`config.mk`:
```
export PLATFORM = sky130hd
export DESIGN_NAME = dma_burst_seq
export DESIGN_NICKNAME = d
export VERILOG_FILES = /design/src/rtl/dma_seq_pkg.sv /design/src/rtl/dma_seq_phase.sv /design/src/rtl/dma_seq_count.sv /design/src/rtl/dma_seq_ctrl.sv /design/src/rtl/dma_burst_seq.sv
export SDC_FILE = /design/constraint.sdc
export NUM_CORES = 1
export LEC_CHECK = 0
export ABC_CLOCK_PERIOD_IN_PS = 5060
export BUFFER_PORTS_ARGS = -buffer_cell sky130_fd_sc_hd__buf_2
export CAP_MARGIN = 40
export CORE_AREA = 2 2 63 65
export DETAILED_ROUTE_END_ITERATION = 12
export DIE_AREA = 0 0 65 67
export GPL_TIMING_DRIVEN = 1
export PLACE_DENSITY = 0.82
export SYNTH_ARGS = -nofsm -noshare
export SYNTH_HDL_FRONTEND = slang
export SYNTH_SLANG_ARGS = --single-unit
```
`constraint.sdc`:
```
create_clock -name clk -period 5.06 [get_ports clk]
set_clock_uncertainty 0.05 [all_clocks]
set_input_delay 1.012 -clock clk [delete_from_list [all_inputs] [get_ports clk]]
set_output_delay 1.012 -clock clk [all_outputs]
set_load 0.005 [all_outputs]
```
`src/rtl/dma_seq_pkg.sv`:
```
package dma_seq_pkg;

  typedef enum logic [1:0] {
    SZ_BYTE  = 2'd0,
    SZ_WORD  = 2'd1,
    SZ_DWORD = 2'd2,
    SZ_RSVD  = 2'd3
  } item_size_e;

  typedef enum logic {
    ST_IDLE = 1'b0,
    ST_XFER = 1'b1
  } seq_state_e;

  // Address step in bytes for one item; the reserved code moves 32 bits.
  function automatic logic [2:0] size_step(input logic [1:0] code);
    case (item_size_e'(code))
      SZ_BYTE: size_step = 3'd1;
      SZ_WORD: size_step = 3'd2;
      default: size_step = 3'd4;
    endcase
  endfunction

endpackage

```
`src/rtl/dma_seq_phase.sv`:
```
module dma_seq_phase #(
  parameter int FIXED_CLKS = 4
) (
  input  logic clk,
  input  logic rst,
  input  logic clear,
  input  logic run,
  output logic ph_last,
  output logic ph_gap
);
  localparam int PH_W = (FIXED_CLKS > 2) ? $clog2(FIXED_CLKS) : 1;
  localparam logic [PH_W-1:0] PH_LAST = PH_W'(FIXED_CLKS - 1);
  localparam logic [PH_W-1:0] PH_PRE  = PH_W'(FIXED_CLKS - 2);

  logic [PH_W-1:0] ph_q;

  always_ff @(posedge clk) begin
    if (rst || clear) begin
      ph_q <= '0;
    end else if (run) begin
      ph_q <= (ph_q == PH_LAST) ? '0 : ph_q + PH_W'(1);
    end
  end

  assign ph_last = (ph_q == PH_LAST);
  // The next phase is the recovery clock with the strobe off.
  assign ph_gap  = (ph_q == PH_PRE);

endmodule

```
`src/rtl/dma_seq_count.sv`:
```
module dma_seq_count
  import dma_seq_pkg::*;
#(
  parameter int ADDR_W = 16,
  parameter int CNT_W  = 8
) (
  input  logic              clk,
  input  logic              rst,
  input  logic              load,
  input  logic              adv,
  input  logic [ADDR_W-1:0] load_addr,
  input  logic [CNT_W-1:0]  load_cnt,
  input  logic [1:0]        load_size,
  output logic [ADDR_W-1:0] addr,
  output logic              cnt_last
);
  logic [CNT_W-1:0] cnt_q;
  logic [2:0]       step_q;

  always_ff @(posedge clk) begin
    if (rst) begin
      cnt_q  <= '0;
      addr   <= '0;
      step_q <= 3'd1;
    end else if (load) begin
      cnt_q  <= load_cnt;
      addr   <= load_addr;
      step_q <= size_step(load_size);
    end else if (adv) begin
      cnt_q  <= cnt_q - CNT_W'(1);
      addr   <= addr + ADDR_W'(step_q);
    end
  end

  assign cnt_last = (cnt_q == CNT_W'(1));

endmodule

```
`src/rtl/dma_seq_ctrl.sv`:
```
module dma_seq_ctrl
  import dma_seq_pkg::*;
(
  input  logic clk,
  input  logic rst,
  input  logic start,
  input  logic cnt_zero,
  input  logic cfg_burst,
  input  logic cfg_dir,
  input  logic slv_burst_n,
  input  logic ph_last,
  input  logic ph_gap,
  input  logic cnt_last,
  output logic launch,
  output logic item_done,
  output logic ph_run,
  output logic dack_n,
  output logic ior_n,
  output logic iow_n,
  output logic mst_burst_n,
  output logic tc
);
  seq_state_e state_q;
  logic first_q, burst_q, mode_q, dir_q;
  logic in_xfer, grant_now, fast, finish, strobe_n_nxt;

  assign in_xfer   = (state_q == ST_XFER);
  assign launch    = (state_q == ST_IDLE) && start && !cnt_zero;
  assign grant_now = first_q && mode_q && !slv_burst_n;
  assign fast      = burst_q || grant_now;
  assign item_done = in_xfer && (fast || ph_last);
  assign finish    = item_done && cnt_last;
  assign ph_run    = in_xfer && !fast;

  always_comb begin
    if (fast) strobe_n_nxt = 1'b0;
    else      strobe_n_nxt = ph_gap;
  end

  always_ff @(posedge clk) begin
    if (rst) begin
      state_q     <= ST_IDLE;
      first_q     <= 1'b0;
      burst_q     <= 1'b0;
      mode_q      <= 1'b0;
      dir_q       <= 1'b0;
      dack_n      <= 1'b1;
      ior_n       <= 1'b1;
      iow_n       <= 1'b1;
      mst_burst_n <= 1'b1;
      tc          <= 1'b0;
    end else begin
      tc <= 1'b0;
      if (launch) begin
        state_q     <= ST_XFER;
        first_q     <= 1'b1;
        burst_q     <= 1'b0;
        mode_q      <= cfg_burst;
        dir_q       <= cfg_dir;
        dack_n      <= 1'b0;
        ior_n       <= cfg_dir;
        iow_n       <= !cfg_dir;
        mst_burst_n <= 1'b1;
      end else if (in_xfer) begin
        first_q <= 1'b0;
        if (finish) begin
          state_q     <= ST_IDLE;
          burst_q     <= 1'b0;
          dack_n      <= 1'b1;
          ior_n       <= 1'b1;
          iow_n       <= 1'b1;
          mst_burst_n <= 1'b1;
          tc          <= 1'b1;
        end else begin
          if (fast) begin
            burst_q     <= 1'b1;
            mst_burst_n <= 1'b0;
          end
          ior_n <= dir_q  ? 1'b1 : strobe_n_nxt;
          iow_n <= !dir_q ? 1'b1 : strobe_n_nxt;
        end
      end
    end
  end

endmodule

```
`src/rtl/dma_burst_seq.sv`:
```
module dma_burst_seq #(
  parameter int ADDR_W     = 16,
  parameter int CNT_W      = 8,
  parameter int FIXED_CLKS = 4
) (
  input  logic              clk,
  input  logic              rst,
  input  logic              start,
  input  logic              cfg_burst,
  input  logic              cfg_dir,
  input  logic [1:0]        cfg_size,
  input  logic [ADDR_W-1:0] cfg_addr,
  input  logic [CNT_W-1:0]  cfg_count,
  input  logic              slv_burst_n,
  output logic              dack_n,
  output logic              ior_n,
  output logic              iow_n,
  output logic              mst_burst_n,
  output logic              tc,
  output logic [ADDR_W-1:0] mem_addr
);
  logic launch, item_done, ph_run, ph_last, ph_gap, cnt_last;

  dma_seq_phase #(.FIXED_CLKS(FIXED_CLKS)) i_phase (
    .clk(clk), .rst(rst), .clear(launch), .run(ph_run),
    .ph_last(ph_last), .ph_gap(ph_gap)
  );

  dma_seq_count #(.ADDR_W(ADDR_W), .CNT_W(CNT_W)) i_count (
    .clk(clk), .rst(rst), .load(launch), .adv(item_done),
    .load_addr(cfg_addr), .load_cnt(cfg_count), .load_size(cfg_size),
    .addr(mem_addr), .cnt_last(cnt_last)
  );

  dma_seq_ctrl i_ctrl (
    .clk(clk), .rst(rst), .start(start), .cnt_zero(cfg_count == '0),
    .cfg_burst(cfg_burst), .cfg_dir(cfg_dir), .slv_burst_n(slv_burst_n),
    .ph_last(ph_last), .ph_gap(ph_gap), .cnt_last(cnt_last),
    .launch(launch), .item_done(item_done), .ph_run(ph_run),
    .dack_n(dack_n), .ior_n(ior_n), .iow_n(iow_n),
    .mst_burst_n(mst_burst_n), .tc(tc)
  );

endmodule

```
Word-level counts from Yosys, hierarchy flattened
Cells that the tools add are included.

Register bits: 39. Input bits: 32. Output and inout bits: 21. Logic and storage cells: 74.

Add/subtract/negate cells: 3. Equal/unequal tests: 4. Multiplexer cells: 28. Bitwise gates (word level): 1. Reductions and logical operators: 24.

Operators by type and width (count): 16-bit 2-to-1 mux (2); 1-bit 2-to-1 mux (22); 16-bit by 3-bit adder with 16-bit output (1); 8-bit 2-to-1 mux (2); 8-bit by 1-bit == test with 1-bit output, second input constant (1); 8-bit logical NOT (1); 2-bit nonzero test (4); 8-bit by 1-bit subtractor with 8-bit output, second input constant (1); 1-bit logical AND (7); 3-bit case mux with 2 select lines (1); 2-bit == test, second input constant (2); 1-bit logical NOT (4); 2-bit AND reduction (2); 1-bit logical OR (3); 3-bit OR reduction (1); 2-bit by 1-bit adder with 2-bit output, second input constant (1); 2-bit by 1-bit == test with 1-bit output, second input constant (1); 2-bit logical NOT (1); 2-bit 2-to-1 mux (1); 2-bit OR reduction (1); 1-bit NOT (1).

Logic depth before layout (Yosys ltp)
Gate-level depths: netlist of the first run.

Word-level depth: 9. Gate-level depth with buffers: 7.

By module
From an unflattened synthesis of the first run, not the netlist that was laid out.

Cells, all modules: 247. Area total of the unflattened synthesis: 2118.3 µm².

Modules (own cells, without submodules): dma_seq_count (times used 1, cells each 186, area an instance 1550.2 µm², sequential area each 540.5 µm²); dma_seq_ctrl (times used 1, cells each 48, area an instance 440.4 µm², sequential area each 200.2 µm²); dma_seq_phase (times used 1, cells each 10, area an instance 108.9 µm², sequential area each 40.0 µm²); dma_burst_seq (times used 1, cells each 3, area an instance 18.8 µm², sequential area each 0.0 µm²).

Worst setup path before layout of the first run
OpenSTA, ideal clock, no wires.

Kind: input to register. Start point: input port slv_burst_n. End point: register i_ctrl.dack_n. Setup time: 0.120 ns. Data arrival time: 2.390 ns. Data required time: 4.890 ns. Slack: 2.500 ns. Stages on the path: 6. Buffers on the path: 2. Cell sequence: and3b_1 > o31ai_1 > clkbuf_1 > clkbuf_1 > nor2_1 > a211o_1.

Word-level cells in the longest chain between the ends: 8.

Ends and longest elaborated chain: from (decl) (RTL line dma_burst_seq.sv:14) `input logic slv_burst_n,`; 1-bit logical NOT (RTL line dma_seq_ctrl.sv:29) `assign grant_now = first_q && mode_q && !slv_burst_n;`; 1-bit logical AND (RTL line dma_seq_ctrl.sv:29); 1-bit logical OR (RTL line dma_seq_ctrl.sv:30) `assign fast = burst_q || grant_now;`; 1-bit logical OR (RTL line dma_seq_ctrl.sv:31) `assign item_done = in_xfer && (fast || ph_last);`; 1-bit logical AND (RTL line dma_seq_ctrl.sv:31); 1-bit logical AND (RTL line dma_seq_ctrl.sv:32) `assign finish = item_done && cnt_last;`; 2-bit nonzero test (no line); 2-bit AND reduction (no line); to (signal assigned) (RTL line dma_seq_ctrl.sv:47) `dack_n <= 1'b1;`; to (signal assigned) (RTL line dma_seq_ctrl.sv:60) `dack_n <= 1'b0;`; to (signal assigned) (RTL line dma_seq_ctrl.sv:69) `dack_n <= 1'b1;`; to (decl) (RTL line dma_seq_ctrl.sv:17) `output logic dack_n,`.

Every way passes these cells. A chain may end at the register's enable or synchronous reset.

Worst setup path in the final report of the first run
Start point: input port cfg_count[3]. End point: register i_ctrl.iow_n.

Word-level cells in the longest chain between the ends: 4. Elaborated cells on any way between the ends: 5. Classes of those cells: mux: 1; reduce/logical: 4.

Ends and longest elaborated chain: from (decl) (RTL line dma_burst_seq.sv:13) `input logic [CNT_W-1:0] cfg_count,`; 8-bit logical NOT * (RTL line dma_burst_seq.sv:36) `.clk(clk), .rst(rst), .start(start), .cnt_zero(cfg_count == '0),`; 1-bit logical NOT * (RTL line dma_seq_ctrl.sv:28) `assign launch = (state_q == ST_IDLE) && start && !cnt_zero;`; 1-bit logical AND * (RTL line dma_seq_ctrl.sv:28); 1-bit 2-to-1 mux or 2-bit nonzero test (tied branches); to (signal assigned) (RTL line dma_seq_ctrl.sv:62) `iow_n <= !cfg_dir;`; to (signal assigned) (RTL line dma_seq_ctrl.sv:80) `iow_n <= !dir_q ? 1'b1 : strobe_n_nxt;`; to (decl) (RTL line dma_seq_ctrl.sv:19) `output logic iow_n,`.

Every way passes the cells marked *; elsewhere a longest branch is shown, timed or not.

==> flow_results.xml, run 1 <==
<?xml version="1.0" encoding="UTF-8"?>
<metrics>
  <group name="grt">
    <metric name="first_global_vias" unit="">1772</metric>
    <metric name="grtUsageTotal" unit="">0.2318</metric>
    <metric name="pin_count_of_the_biggest_net_entering_global_routing" unit="">39</metric>
    <metric name="grt_remaining_overflow" unit="">0</metric>
    <metric name="antenna_found_initial" unit="">0</metric>
    <metric name="grt_pass1_wl" unit="um">7803</metric>
  </group>
  <group name="yosys">
    <metric name="post_synth_fa_ha_maj_area_fraction" unit="">0.05457</metric>
    <metric name="synth_compound_gate_area_share" unit="">0.2221</metric>
    <metric name="yosys-top-cells-area" unit="">sky130_fd_sc_hd__dfxtp_1, sky130_fd_sc_hd__nand2_1, sky130_fd_sc_hd__a21oi_1</metric>
    <metric name="largest_family_of_logic_cells_by_synthesized_area" unit="">simple AND/OR/NAND/NOR gates</metric>
    <metric name="synth_warnings" unit="">0</metric>
    <metric name="postSynthNetCount" unit="">274</metric>
    <metric name="synth_cell_types" unit="">52</metric>
    <metric name="avgSynthCellArea" unit="um^2">8.427</metric>
    <metric name="synthDominantAreaCellType" unit="">sky130_fd_sc_hd__dfxtp_1</metric>
    <metric name="muxShareOfSynthArea" unit="">0.005711</metric>
    <metric name="syn-instance-count" unit="">234</metric>
    <metric name="synth_flop_cell" unit="">sky130_fd_sc_hd__dfxtp_1</metric>
    <metric name="synth_top_cell_area_share" unit="">0.3959</metric>
    <metric name="seq_area_frac_synth" unit="">0.3959</metric>
    <metric name="simple_gate_area_share_of_the_yosys_netlist" unit="">0.2576</metric>
    <metric name="synth.most_common_cell" unit="">sky130_fd_sc_hd__dfxtp_1</metric>
    <metric name="synth_async_sr_flop_share" unit="">0</metric>
    <metric name="ys_ff_latch" unit="">39</metric>
    <metric name="synth_area" unit="um^2">1972</metric>
    <metric name="synth-edff-count" unit="">0</metric>
    <metric name="yosys.area_share.xor_xnor" unit="">0.03109</metric>
    <metric name="ys_top_cells_by_count" unit="">sky130_fd_sc_hd__dfxtp_1, sky130_fd_sc_hd__nand2_1, sky130_fd_sc_hd__nor2_1</metric>
  </group>
  <group name="run">
    <metric name="maxCapViolations" unit="">0</metric>
  </group>
  <group name="placement">
    <metric name="dp.final_hpwl" unit="um">3325</metric>
    <metric name="post-place-ws" unit="ns">2.024</metric>
    <metric name="port_buffers" unit="">52</metric>
    <metric name="place.gp.congestion" unit="">0.7989</metric>
    <metric name="dpl.cell_count" unit="">324</metric>
  </group>
  <group name="worst_setup_path">
    <metric name="setup.worst_path.end" unit="">i_ctrl.iow_n</metric>
    <metric name="r2r_path_end" unit="">i_count.addr[14]</metric>
    <metric name="critical_path.endpoint_type" unit="">flop</metric>
    <metric name="critPathMaxFanout" unit="">25</metric>
    <metric name="crit_top_cell" unit="">sky130_fd_sc_hd__nand2_1</metric>
    <metric name="r2r_cells" unit="">7</metric>
    <metric name="criticalPathCategory" unit="">in -&gt; reg</metric>
    <metric name="series_of_cell_instances_along_the_critical_path" unit="">buf_2 &gt; nor4_1 &gt; nand2_1 &gt; nand2_1 &gt; nand4_1 &gt; a221o_2</metric>
    <metric name="timing.critical_path.from_type" unit="">input port</metric>
    <metric name="reg2reg_slack" unit="ns">2.86</metric>
    <metric name="cp_data_arrival_time" unit="ns">2.86</metric>
    <metric name="crit_path_max_incr_delay" unit="ns">0.63</metric>
    <metric name="critical-path-slowest-cell" unit="">sky130_fd_sc_hd__nand2_1</metric>
    <metric name="crit_path_required_time" unit="ns">5.20</metric>
    <metric name="worst_setup_path_startpoint" unit="">cfg_count[3]</metric>
    <metric name="worstReg2RegStart" unit="">i_count.addr[0]</metric>
  </group>
  <group name="timing">
    <metric name="slew_viol_final" unit="">0</metric>
    <metric name="fmax" unit="MHz">367.1</metric>
    <metric name="setup_slack" unit="ns">2.336</metric>
    <metric name="post-route-min-period" unit="ns">2.724</metric>
    <metric name="totalNegativeSetupSlack" unit="ns">0</metric>
    <metric name="tightest_slew" unit="ns">0.7969</metric>
    <metric name="layout_worst_path_cycle_share" unit="">0.5383</metric>
    <metric name="maxSlewHeadroom" unit="">0.4675</metric>
    <metric name="finalHoldViolations" unit="">0</metric>
    <metric name="setup-violations-final" unit="">0</metric>
    <metric name="unrepaired_setup_endpoints_after_global_routing" unit="">no</metric>
  </group>
  <group name="pwr">
    <metric name="vdd_drop_max" unit="V">0.0001721</metric>
    <metric name="leakage" unit="nW">0.9769</metric>
    <metric name="power-per-cell-area" unit="nW/um^2">312.5</metric>
  </group>
  <group name="min_path">
    <metric name="hp-class" unit="">reg -&gt; reg</metric>
    <metric name="worst_hold_startpoint" unit="">i_count.step_q[2]</metric>
  </group>
  <group name="final_layout">
    <metric name="fillerInstances" unit="">317</metric>
    <metric name="stdcell_count" unit="">332</metric>
    <metric name="postLayoutCoreUtil" unit="">0.6662</metric>
    <metric name="combined_area_of_the_multi_input_logic_cells" unit="um^2">1135</metric>
    <metric name="drive_gt1_frac" unit="">0.2500</metric>
    <metric name="flow.area_growth_from_synthesis" unit="%">21.83</metric>
    <metric name="fin_nets" unit="">323</metric>
    <metric name="n_antenna_cell" unit="">0</metric>
    <metric name="seqCellArea" unit="um^2">780.7</metric>
  </group>
  <group name="routing">
    <metric name="drtIter0Drc" unit="">130</metric>
    <metric name="drc" unit="">0</metric>
    <metric name="wire_per_inst" unit="um">13.92</metric>
    <metric name="antenna_violating_nets_left" unit="">0</metric>
    <metric name="viasPerCell" unit="">5.910</metric>
    <metric name="drtPass1Iterations" unit="">4</metric>
    <metric name="vias" unit="">1962</metric>
    <metric name="drt-total-wl" unit="um">4622</metric>
  </group>
  <group name="floorplanning">
    <metric name="die_width" unit="um">65</metric>
    <metric name="core_area" unit="um^2">3606</metric>
    <metric name="design.portCount" unit="">53</metric>
    <metric name="floorplan.initialDensity" unit="">0.5468</metric>
    <metric name="fp-row-count" unit="">22</metric>
    <metric name="dieArea" unit="um^2">4355</metric>
    <metric name="die_h" unit="um">67</metric>
  </group>
  <group name="clock_network">
    <metric name="max-clock-path-buffers" unit="">2</metric>
    <metric name="post_cts_resize_count" unit="">0</metric>
    <metric name="cts_htree_levels" unit="">2</metric>
    <metric name="cts_root_buffer" unit="">sky130_fd_sc_hd__clkbuf_8</metric>
    <metric name="cts_inserted_buffers" unit="">5</metric>
    <metric name="worstSkewPairLatency" unit="ns">0.29</metric>
    <metric name="clock_sink_count" unit="">39</metric>
    <metric name="clk_pin_slew_worst_paths" unit="ns">0.08</metric>
    <metric name="cts_setup_buffers" unit="">0</metric>
    <metric name="tritoncts" unit="">yes</metric>
    <metric name="hold_buffers" unit="">0</metric>
  </group>
  <group name="run_status">
    <metric name="run_status" unit="">complete, no violations</metric>
  </group>
</metrics>
-- per-layer routing --
layer  vias up  routed length [um]  GRT usage  share of wire
li1        980                   -          -              -
met1       907                2143     0.2973           0.46
met2        67                2098     0.3647           0.45
met3         8                 305    0.06588          0.066
met4         0                  74    0.09574          0.016
met5         -                   0          0              0
-- cell usage in the layout (no fill, tap or decap), types with 3 or more instances in the layout --
cell type and count:
sky130_fd_sc_hd__or3_1 6, sky130_fd_sc_hd__nand4_1 4, sky130_fd_sc_hd__a211oi_1 6, sky130_fd_sc_hd__nand3_1 4, sky130_fd_sc_hd__o211ai_1 3, sky130_fd_sc_hd__clkbuf_8 5
sky130_fd_sc_hd__nand2_1 27, sky130_fd_sc_hd__buf_2 52, sky130_fd_sc_hd__nand3b_1 3, sky130_fd_sc_hd__xor2_1 4, sky130_fd_sc_hd__ha_1 7, sky130_fd_sc_hd__o21ai_0 6
sky130_fd_sc_hd__inv_1 5, sky130_fd_sc_hd__dfxtp_1 39, sky130_fd_sc_hd__a21oi_1 18, sky130_fd_sc_hd__nor3_1 10, sky130_fd_sc_hd__a32oi_1 5, sky130_fd_sc_hd__xnor2_1 3
sky130_fd_sc_hd__nor4_1 6, sky130_fd_sc_hd__a31oi_1 7, sky130_fd_sc_hd__nor2_1 22
-- state kept, by name (all words and copies together), names as in the netlist --
register            cells
i_count.addr           16
i_count.cnt_q           8
i_count.step_q          3
i_phase.ph_q            2
i_ctrl.burst_q          1
i_ctrl.dack_n           1
i_ctrl.dir_q            1
i_ctrl.first_q          1
i_ctrl.in_xfer          1
i_ctrl.ior_n            1
i_ctrl.iow_n            1
i_ctrl.mode_q           1
i_ctrl.mst_burst_n      1
i_ctrl.tc               1
-- through the flow --
stage / area (um^2) / hold slack, ns / total power [mW]
final: 2402 / 0.4165 / 0.7507
after global routing: 2402 / 0.4370 / 0.7900
after CTS: 2402 / 0.4188 / 0.7562
after global placement: 2270 / 0.3918 / 0.4469
after floorplan: 1972 / 0.3820 / 0.4100
after detailed placement: 2270 / 0.4077 / 0.4497
-- worst min-delay path by stage --
stage / end / slack, ns / cells after the start
2_1_floorplan: i_ctrl.mode_q / 0.38 / 2
3_3_place_gp: i_ctrl.mode_q / 0.39 / 2
3_5_place_dp: i_ctrl.mode_q / 0.41 / 2
4_1_cts: i_ctrl.mode_q / 0.42 / 2
5_1_grt: i_count.step_q[0] / 0.44 / 1
6_report: i_count.step_q[2] / 0.42 / 2
-- where the power goes --
group	internal [mW]	switching (mW)	total, mW
sequential	0.327	0.0196	0.346
combinational	0.0464	0.0501	0.0965
clock	0.197	0.111	0.308
-- cell type report --
type | instances | area share
multi-input combinational | 178 | 0.4724
clock buffer | 6 | 0.03021
timing repair buffer | 54 | 0.1146
tap | 48 | 0.02500
sequential | 39 | 0.3250
inverter | 5 | 0.007813
clock inverter | 2 | 0.02500
-- critical path: cells and delay by family --
kind	cells	cell delay (ns)
buf+inv	1	0.11
compound gates	1	0.38
simple gates	4	1.35
-- cells by family (layout without fill, tap and decap cells) --
logic type,Yosys count,count (layout)
mux,1,1
compound gates,64,64
flops,39,39
buf+inv,17,67
fa+ha+maj,8,8
simple gates,98,98
xor+xnor,7,7
(Power assumes the default switching activity.)
==> run 2, diff against run 1 <==
Settings changed: ABC_CLOCK_PERIOD_IN_PS 5060 to 2540, CORE_AREA 2 2 63 65 to 2 2 65 67, DIE_AREA 0 0 65 67 to 0 0 67 69, PLACE_DENSITY 0.82 to 0.77.
Clock period 5.06 ns to 2.54 ns, I/O delays scaled along.
==> run 2 against run 1 <==
Core utilization decreased by 5.8 points. Design area is 0.83% lower. Die area up 6.2%. Final cell count up 1.5%. First-iteration DRC count is 6.2% higher. Largest cell class unchanged. Critical path depth is 1 higher.
==> flow_results.xml, run 2 (synthesis gave the netlist of run 1 again) <==
<?xml version="1.0" encoding="UTF-8"?>
<metrics>
  <group name="grt">
    <metric name="antenna_found_initial" unit="">0</metric>
    <metric name="pin_count_of_the_biggest_net_entering_global_routing" unit="">39</metric>
    <metric name="grtUsageTotal" unit="">0.2343</metric>
    <metric name="grt_remaining_overflow" unit="">0</metric>
    <metric name="first_global_vias" unit="">1789</metric>
    <metric name="grt_pass1_wl" unit="um">8376</metric>
  </group>
  <group name="timing">
    <metric name="finalHoldViolations" unit="">0</metric>
    <metric name="totalNegativeSetupSlack" unit="ns">0</metric>
    <metric name="post-route-min-period" unit="ns">2.252</metric>
    <metric name="layout_worst_path_cycle_share" unit="">0.8865</metric>
    <metric name="fmax" unit="MHz">444.1</metric>
    <metric name="unrepaired_setup_endpoints_after_global_routing" unit="">no</metric>
    <metric name="setup-violations-final" unit="">0</metric>
    <metric name="slew_viol_final" unit="">0</metric>
    <metric name="maxSlewHeadroom" unit="">0.5424</metric>
    <metric name="tightest_slew" unit="ns">0.6864</metric>
  </group>
  <group name="clock_network">
    <metric name="clock_sink_count" unit="">39</metric>
    <metric name="cts_setup_buffers" unit="">0</metric>
    <metric name="cts_inserted_buffers" unit="">5</metric>
    <metric name="cts_htree_levels" unit="">2</metric>
    <metric name="cts_root_buffer" unit="">sky130_fd_sc_hd__clkbuf_8</metric>
    <metric name="max-clock-path-buffers" unit="">2</metric>
    <metric name="worstSkewPairLatency" unit="ns">0.30</metric>
    <metric name="post_cts_resize_count" unit="">0</metric>
    <metric name="hold_buffers" unit="">0</metric>
    <metric name="clk_pin_slew_worst_paths" unit="ns">0.07</metric>
    <metric name="tritoncts" unit="">yes</metric>
  </group>
  <group name="run">
    <metric name="maxCapViolations" unit="">0</metric>
  </group>
  <group name="worst_setup_path">
    <metric name="timing.critical_path.from_type" unit="">flop</metric>
    <metric name="crit_path_max_incr_delay" unit="ns">0.49</metric>
    <metric name="critPathMaxFanout" unit="">7</metric>
    <metric name="critical_path.endpoint_type" unit="">flop</metric>
    <metric name="timing.critical_path.buf_inv" unit="">0</metric>
    <metric name="crit_path_required_time" unit="ns">2.65</metric>
    <metric name="series_of_cell_instances_along_the_critical_path" unit="">ha_1 &gt; fa_1 &gt; a21oi_1 &gt; nor4_1 &gt; xor2_1 &gt; a32oi_1 &gt; o21ai_0</metric>
    <metric name="criticalPathCategory" unit="">reg -&gt; reg</metric>
    <metric name="critical_path.top_delay_family" unit="">compound AO/OA/AOI/OAI gates</metric>
    <metric name="cp_data_arrival_time" unit="ns">2.36</metric>
    <metric name="critical-path-slowest-cell" unit="">sky130_fd_sc_hd__a21oi_1</metric>
  </group>
  <group name="floorplanning">
    <metric name="die_width" unit="um">67</metric>
    <metric name="core_area" unit="um^2">3914</metric>
    <metric name="floorplan.initialDensity" unit="">0.5038</metric>
    <metric name="dieArea" unit="um^2">4623</metric>
    <metric name="die_h" unit="um">69</metric>
    <metric name="fp-row-count" unit="">23</metric>
    <metric name="design.portCount" unit="">53</metric>
  </group>
  <group name="placement">
    <metric name="dpl.cell_count" unit="">331</metric>
    <metric name="dp.final_hpwl" unit="um">3543</metric>
    <metric name="area_of_placed_instances" unit="um^2">2310</metric>
    <metric name="place.gp.congestion" unit="">0.8077</metric>
    <metric name="port_buffers" unit="">52</metric>
  </group>
  <group name="routing">
    <metric name="drt-total-wl" unit="um">4950</metric>
    <metric name="vias" unit="">1945</metric>
    <metric name="viasPerCell" unit="">5.772</metric>
    <metric name="drtIter0Drc" unit="">138</metric>
    <metric name="antenna_violating_nets_left" unit="">0</metric>
    <metric name="drtPass1Iterations" unit="">4</metric>
    <metric name="wire_per_inst" unit="um">14.69</metric>
    <metric name="drc" unit="">0</metric>
  </group>
  <group name="final_layout">
    <metric name="largest_register_by_flop_count" unit="">i_count.addr</metric>
    <metric name="drive_gt1_frac" unit="">0.2578</metric>
    <metric name="stdcell_count" unit="">337</metric>
    <metric name="largest_reg_flops" unit="">16</metric>
    <metric name="fin_nets" unit="">328</metric>
    <metric name="fillerInstances" unit="">385</metric>
    <metric name="n_antenna_cell" unit="">0</metric>
    <metric name="most_common_cell_after_layout_fill_and_taps_aside" unit="">sky130_fd_sc_hd__buf_2</metric>
    <metric name="design_area" unit="um^2">2382</metric>
    <metric name="top_regs" unit="">i_count.addr: 16 flops, i_count.cnt_q: 8 flops, i_count.step_q: 3 flops</metric>
    <metric name="flow.area_growth_from_synthesis" unit="%">20.81</metric>
    <metric name="postLayoutCoreUtil" unit="">0.6087</metric>
    <metric name="most_frequent_cells_in_the_layout" unit="">sky130_fd_sc_hd__buf_2, sky130_fd_sc_hd__dfxtp_1, sky130_fd_sc_hd__nand2_1</metric>
  </group>
  <group name="pwr">
    <metric name="power-per-cell-area" unit="nW/um^2">541.3</metric>
    <metric name="leakage" unit="nW">0.9724</metric>
    <metric name="vdd_drop_max" unit="V">0.0003074</metric>
    <metric name="report.power.total" unit="mW">1.290</metric>
  </group>
  <group name="run_status">
    <metric name="run_status" unit="">complete, no violations</metric>
  </group>
  <group name="min_path">
    <metric name="hp-class" unit="">in -&gt; reg</metric>
  </group>
</metrics>
==> run 2: changes by cell type in the layout (fill, tap and decap cells not counted), sizes merged <==
cell,previous run,this run
buf,54,59
bufinv,2,0
==> run 2: cell type report <==
type | instances | area [um^2] | share of cell area
clock buffer | 6 | 72.57 | 0.03046
timing repair buffer | 59 | 312.8 | 0.1313
tap | 50 | 62.56 | 0.02626
multi-input combinational | 178 | 1135 | 0.4764
inverter | 5 | 18.77 | 0.007878
sequential | 39 | 780.7 | 0.3277
==> run 2: final timing paths <==
check / start / end / slack (ns) / cells after the start
setup / recovery: i_count.addr[0] / i_count.addr[14] / 0.29 / 7
hold / removal: cfg_burst / i_ctrl.mode_q / 0.40 / 3
hold reg to reg: i_ctrl.mode_q / i_ctrl.mode_q / 0.41 / 2
setup reg to reg: i_count.addr[0] / i_count.addr[14] / 0.29 / 7
==> run 2: per-layer routing <==
metal	track usage	wire, um	vias to the layer above
met1	0.3152	2267	897
met5	0	0	-
li1	-	-	981
met4	0.07483	48	0
met2	0.3586	2322	62
met3	0.06688	312	5
==> run 2: worst reg2reg max path: cells and delay by family, from the launching register on <==
family,cells,cell delay (ns)
adders and majority gates,2,0.65
AOI/OAI and AO/OA,3,0.78
xor gates and xnor gates,1,0.16
DFF,1,0.34
and+or+nand+nor,1,0.14
==> run 2: per-stage QoR <==
stage	hold WS, ns	setup WS, ns
floorplan	0.3820	0.4841
global placement	0.3907	0.2815
detailed placement	0.3966	0.2117
CTS	0.3941	0.3178
global route	0.3927	0.1964
finish	0.3988	0.2884
==> run 2: power breakdown <==
group          switching, mW  total, mW  internal, mW
clock network          0.213      0.396         0.183
logic                  0.103      0.202        0.0992
registers             0.0403      0.691         0.651
==> run 3, diff against run 2 <==
Settings changed: CORE_AREA 2 2 65 67 to 2 2 56 78, DIE_AREA 0 0 67 69 to 0 0 58 80.
==> run 3 against run 2 <==
Register-to-register slack improved by 0.10 ns. Highest routed layer unchanged. Die area rose by 0.37%. Global-route usage increased by 0.16 points. Clock power up 37%. Critical endpoint is now i_ctrl.ior_n. Design area is 1.8% higher. Largest power group unchanged.
==> flow_results.xml, run 3 (synthesis gave the netlist of run 1 again) <==
<?xml version="1.0" encoding="UTF-8"?>
<metrics>
  <group name="min_path">
    <metric name="timing.hold.worst_endpoint" unit="">i_ctrl.mode_q</metric>
    <metric name="worst_hold_path.num_cells" unit="">3</metric>
    <metric name="worst_hold_startpoint" unit="">cfg_burst</metric>
    <metric name="hp-class" unit="">in -&gt; reg</metric>
  </group>
  <group name="grt">
    <metric name="grt_remaining_overflow" unit="">0</metric>
    <metric name="grt_pass1_wl" unit="um">8397</metric>
    <metric name="pin_count_of_the_biggest_net_entering_global_routing" unit="">39</metric>
    <metric name="first_global_vias" unit="">1830</metric>
    <metric name="grtUsageTotal" unit="">0.2359</metric>
    <metric name="antenna_found_initial" unit="">0</metric>
  </group>
  <group name="worst_setup_path">
    <metric name="reg2reg_slack" unit="ns">0.39</metric>
    <metric name="series_of_cell_instances_along_the_critical_path" unit="">or4_4 &gt; or4b_4 &gt; or2_4 &gt; nand4b_1 &gt; a221o_2</metric>
    <metric name="r2r_path_end" unit="">i_ctrl.ior_n</metric>
    <metric name="r2r_cells" unit="">5</metric>
    <metric name="crit_path_required_time" unit="ns">2.74</metric>
    <metric name="critical_path.endpoint_type" unit="">flop</metric>
    <metric name="criticalPathCategory" unit="">reg -&gt; reg</metric>
    <metric name="worstReg2RegStart" unit="">i_count.cnt_q[3]</metric>
    <metric name="crit_path_max_incr_delay" unit="ns">0.58</metric>
    <metric name="critical_path.top_delay_family" unit="">simple AND/OR/NAND/NOR gates</metric>
    <metric name="critPathMaxFanout" unit="">6</metric>
    <metric name="timing.critical_path.from_type" unit="">flop</metric>
    <metric name="critical-path-slowest-cell" unit="">sky130_fd_sc_hd__or4_4</metric>
    <metric name="timing.critical_path.buf_inv" unit="">0</metric>
    <metric name="cp_data_arrival_time" unit="ns">2.35</metric>
  </group>
  <group name="clock_network">
    <metric name="post_cts_resize_count" unit="">0</metric>
    <metric name="tritoncts" unit="">yes</metric>
    <metric name="cts_htree_levels" unit="">2</metric>
    <metric name="worstSkewPairLatency" unit="ns">0.30</metric>
    <metric name="clk_pin_slew_worst_paths" unit="ns">0.09</metric>
    <metric name="clock_sink_count" unit="">39</metric>
    <metric name="max-clock-path-buffers" unit="">2</metric>
    <metric name="cts_setup_buffers" unit="">0</metric>
    <metric name="cts_inserted_buffers" unit="">5</metric>
    <metric name="cts_root_buffer" unit="">sky130_fd_sc_hd__clkbuf_8</metric>
    <metric name="hold_buffers" unit="">0</metric>
  </group>
  <group name="pwr">
    <metric name="internal_power" unit="mW">1.048</metric>
    <metric name="power-per-cell-area" unit="nW/um^2">593.1</metric>
    <metric name="netSwitchingFraction" unit="">0.2713</metric>
    <metric name="leakage" unit="nW">0.9993</metric>
    <metric name="vdd_drop_max" unit="V">0.0006883</metric>
    <metric name="portion_of_total_power_attributed_to_sequential_cells" unit="">0.480</metric>
    <metric name="p_sw" unit="mW">0.3904</metric>
    <metric name="clock_power_share" unit="">0.377</metric>
    <metric name="part_of_the_power_in_combinational_logic" unit="">0.142</metric>
  </group>
  <group name="placement">
    <metric name="dpl.cell_count" unit="">324</metric>
    <metric name="post-place-ws" unit="ns">0.3366</metric>
    <metric name="place.gp.congestion" unit="">0.8167</metric>
    <metric name="port_buffers" unit="">52</metric>
    <metric name="dp.final_hpwl" unit="um">3742</metric>
  </group>
  <group name="final_layout">
    <metric name="fillerInstances" unit="">344</metric>
    <metric name="n_antenna_cell" unit="">0</metric>
    <metric name="fin_nets" unit="">328</metric>
    <metric name="largest_register_by_flop_count" unit="">i_count.addr</metric>
    <metric name="most_common_cell_after_layout_fill_and_taps_aside" unit="">sky130_fd_sc_hd__buf_2</metric>
    <metric name="flow.area_growth_from_synthesis" unit="%">23.03</metric>
    <metric name="largest_reg_flops" unit="">16</metric>
    <metric name="drive_gt1_frac" unit="">0.2630</metric>
    <metric name="most_frequent_cells_in_the_layout" unit="">sky130_fd_sc_hd__buf_2, sky130_fd_sc_hd__dfxtp_1, sky130_fd_sc_hd__nand2_1</metric>
    <metric name="stdcell_count" unit="">332</metric>
    <metric name="top_regs" unit="">i_count.addr: 16 flops, i_count.cnt_q: 8 flops, i_count.step_q: 3 flops</metric>
  </group>
  <group name="timing">
    <metric name="post-route-min-period" unit="ns">2.150</metric>
    <metric name="fmax" unit="MHz">465.1</metric>
    <metric name="totalNegativeSetupSlack" unit="ns">0</metric>
    <metric name="slew_viol_final" unit="">0</metric>
    <metric name="unrepaired_setup_endpoints_after_global_routing" unit="">no</metric>
    <metric name="maxSlewHeadroom" unit="">0.5591</metric>
    <metric name="setup-violations-final" unit="">0</metric>
    <metric name="layout_worst_path_cycle_share" unit="">0.8465</metric>
    <metric name="setup_slack" unit="ns">0.3899</metric>
    <metric name="tightest_slew" unit="ns">0.6613</metric>
    <metric name="finalHoldViolations" unit="">0</metric>
  </group>
  <group name="floorplanning">
    <metric name="design.portCount" unit="">53</metric>
    <metric name="core_area" unit="um^2">3919</metric>
    <metric name="floorplan.initialDensity" unit="">0.5032</metric>
    <metric name="die_h" unit="um">80</metric>
    <metric name="dieArea" unit="um^2">4640</metric>
    <metric name="die_width" unit="um">58</metric>
    <metric name="fp-row-count" unit="">27</metric>
  </group>
  <group name="routing">
    <metric name="drc" unit="">0</metric>
    <metric name="drtIter0Drc" unit="">134</metric>
    <metric name="antenna_violating_nets_left" unit="">0</metric>
    <metric name="vias" unit="">1976</metric>
    <metric name="drtPass1Iterations" unit="">4</metric>
    <metric name="wire_per_inst" unit="um">15.35</metric>
    <metric name="viasPerCell" unit="">5.952</metric>
    <metric name="drt-total-wl" unit="um">5097</metric>
  </group>
  <group name="run">
    <metric name="maxCapViolations" unit="">0</metric>
  </group>
  <group name="run_status">
    <metric name="run_status" unit="">complete, no violations</metric>
  </group>
</metrics>
## run 3: tightest hold or removal path, delay by kind of cell
family / cells / cell delay [ns]
buffers and inverters: 1 / 0.09
AO/OA/AOI/OAI: 1 / 0.05
AND/OR/NAND/NOR: 1 / 0.05
## run 3: final cells by class
type	count	area, um^2	share of cell area
Clock buffer	5	68.82	0.02837
Inverter	5	18.77	0.007736
Clock inverter	3	47.55	0.01960
Timing Repair Buffer	59	325.3	0.1341
Multi-Input combinational cell	178	1131	0.4662
Sequential cell	39	780.7	0.3218
Tap cell	43	53.80	0.02218
## run 3: power groups by stage
stage | Combinational (mW) | Clock [mW] | Sequential [mW]
final | 0.205 | 0.543 | 0.691
after global routing | 0.229 | 0.575 | 0.697
after CTS | 0.206 | 0.548 | 0.691
after detailed placement | 0.204 | 0 | 0.704
after global placement | 0.200 | 0 | 0.704
after floorplan | 0.121 | 0 | 0.696
## run 3: worst max path at each step
stage	startpoint	cells past startpoint	slack, ns	to
final	i_count.cnt_q[3]	5	0.39	i_ctrl.ior_n
after detailed placement	cfg_count[7]	7	0.34	i_count.addr[3]
after global placement	cfg_count[7]	7	0.40	i_count.addr[3]
after CTS	i_count.cnt_q[3]	5	0.39	i_ctrl.ior_n
after floorplan	slv_burst_n	6	0.48	i_ctrl.dack_n
after global routing	i_count.cnt_q[3]	5	0.33	i_ctrl.iow_n
## run 3: per-stage QoR
step | utilization | power, mW | hold slack [ns] | cell area, um^2
final | 0.6191 | 1.439 | 0.3909 | 2426
after global routing | 0.6191 | 1.501 | 0.4002 | 2426
after CTS | 0.6191 | 1.445 | 0.3912 | 2426
after detailed placement | 0.5894 | 0.9090 | 0.3974 | 2310
after global placement | 0.5894 | 0.9034 | 0.3949 | 2310
after floorplan | - | 0.8168 | 0.3820 | 1972
## run 3: per-layer routing
metal / vias up / global-route usage / routed length [um]
li1: 979 / - / -
met2: 64 / 0.3989 / 2688
met1: 925 / 0.2879 / 2047
met3: 8 / 0.04214 / 270
met4: 0 / 0.1023 / 90
met5: - / 0 / 0
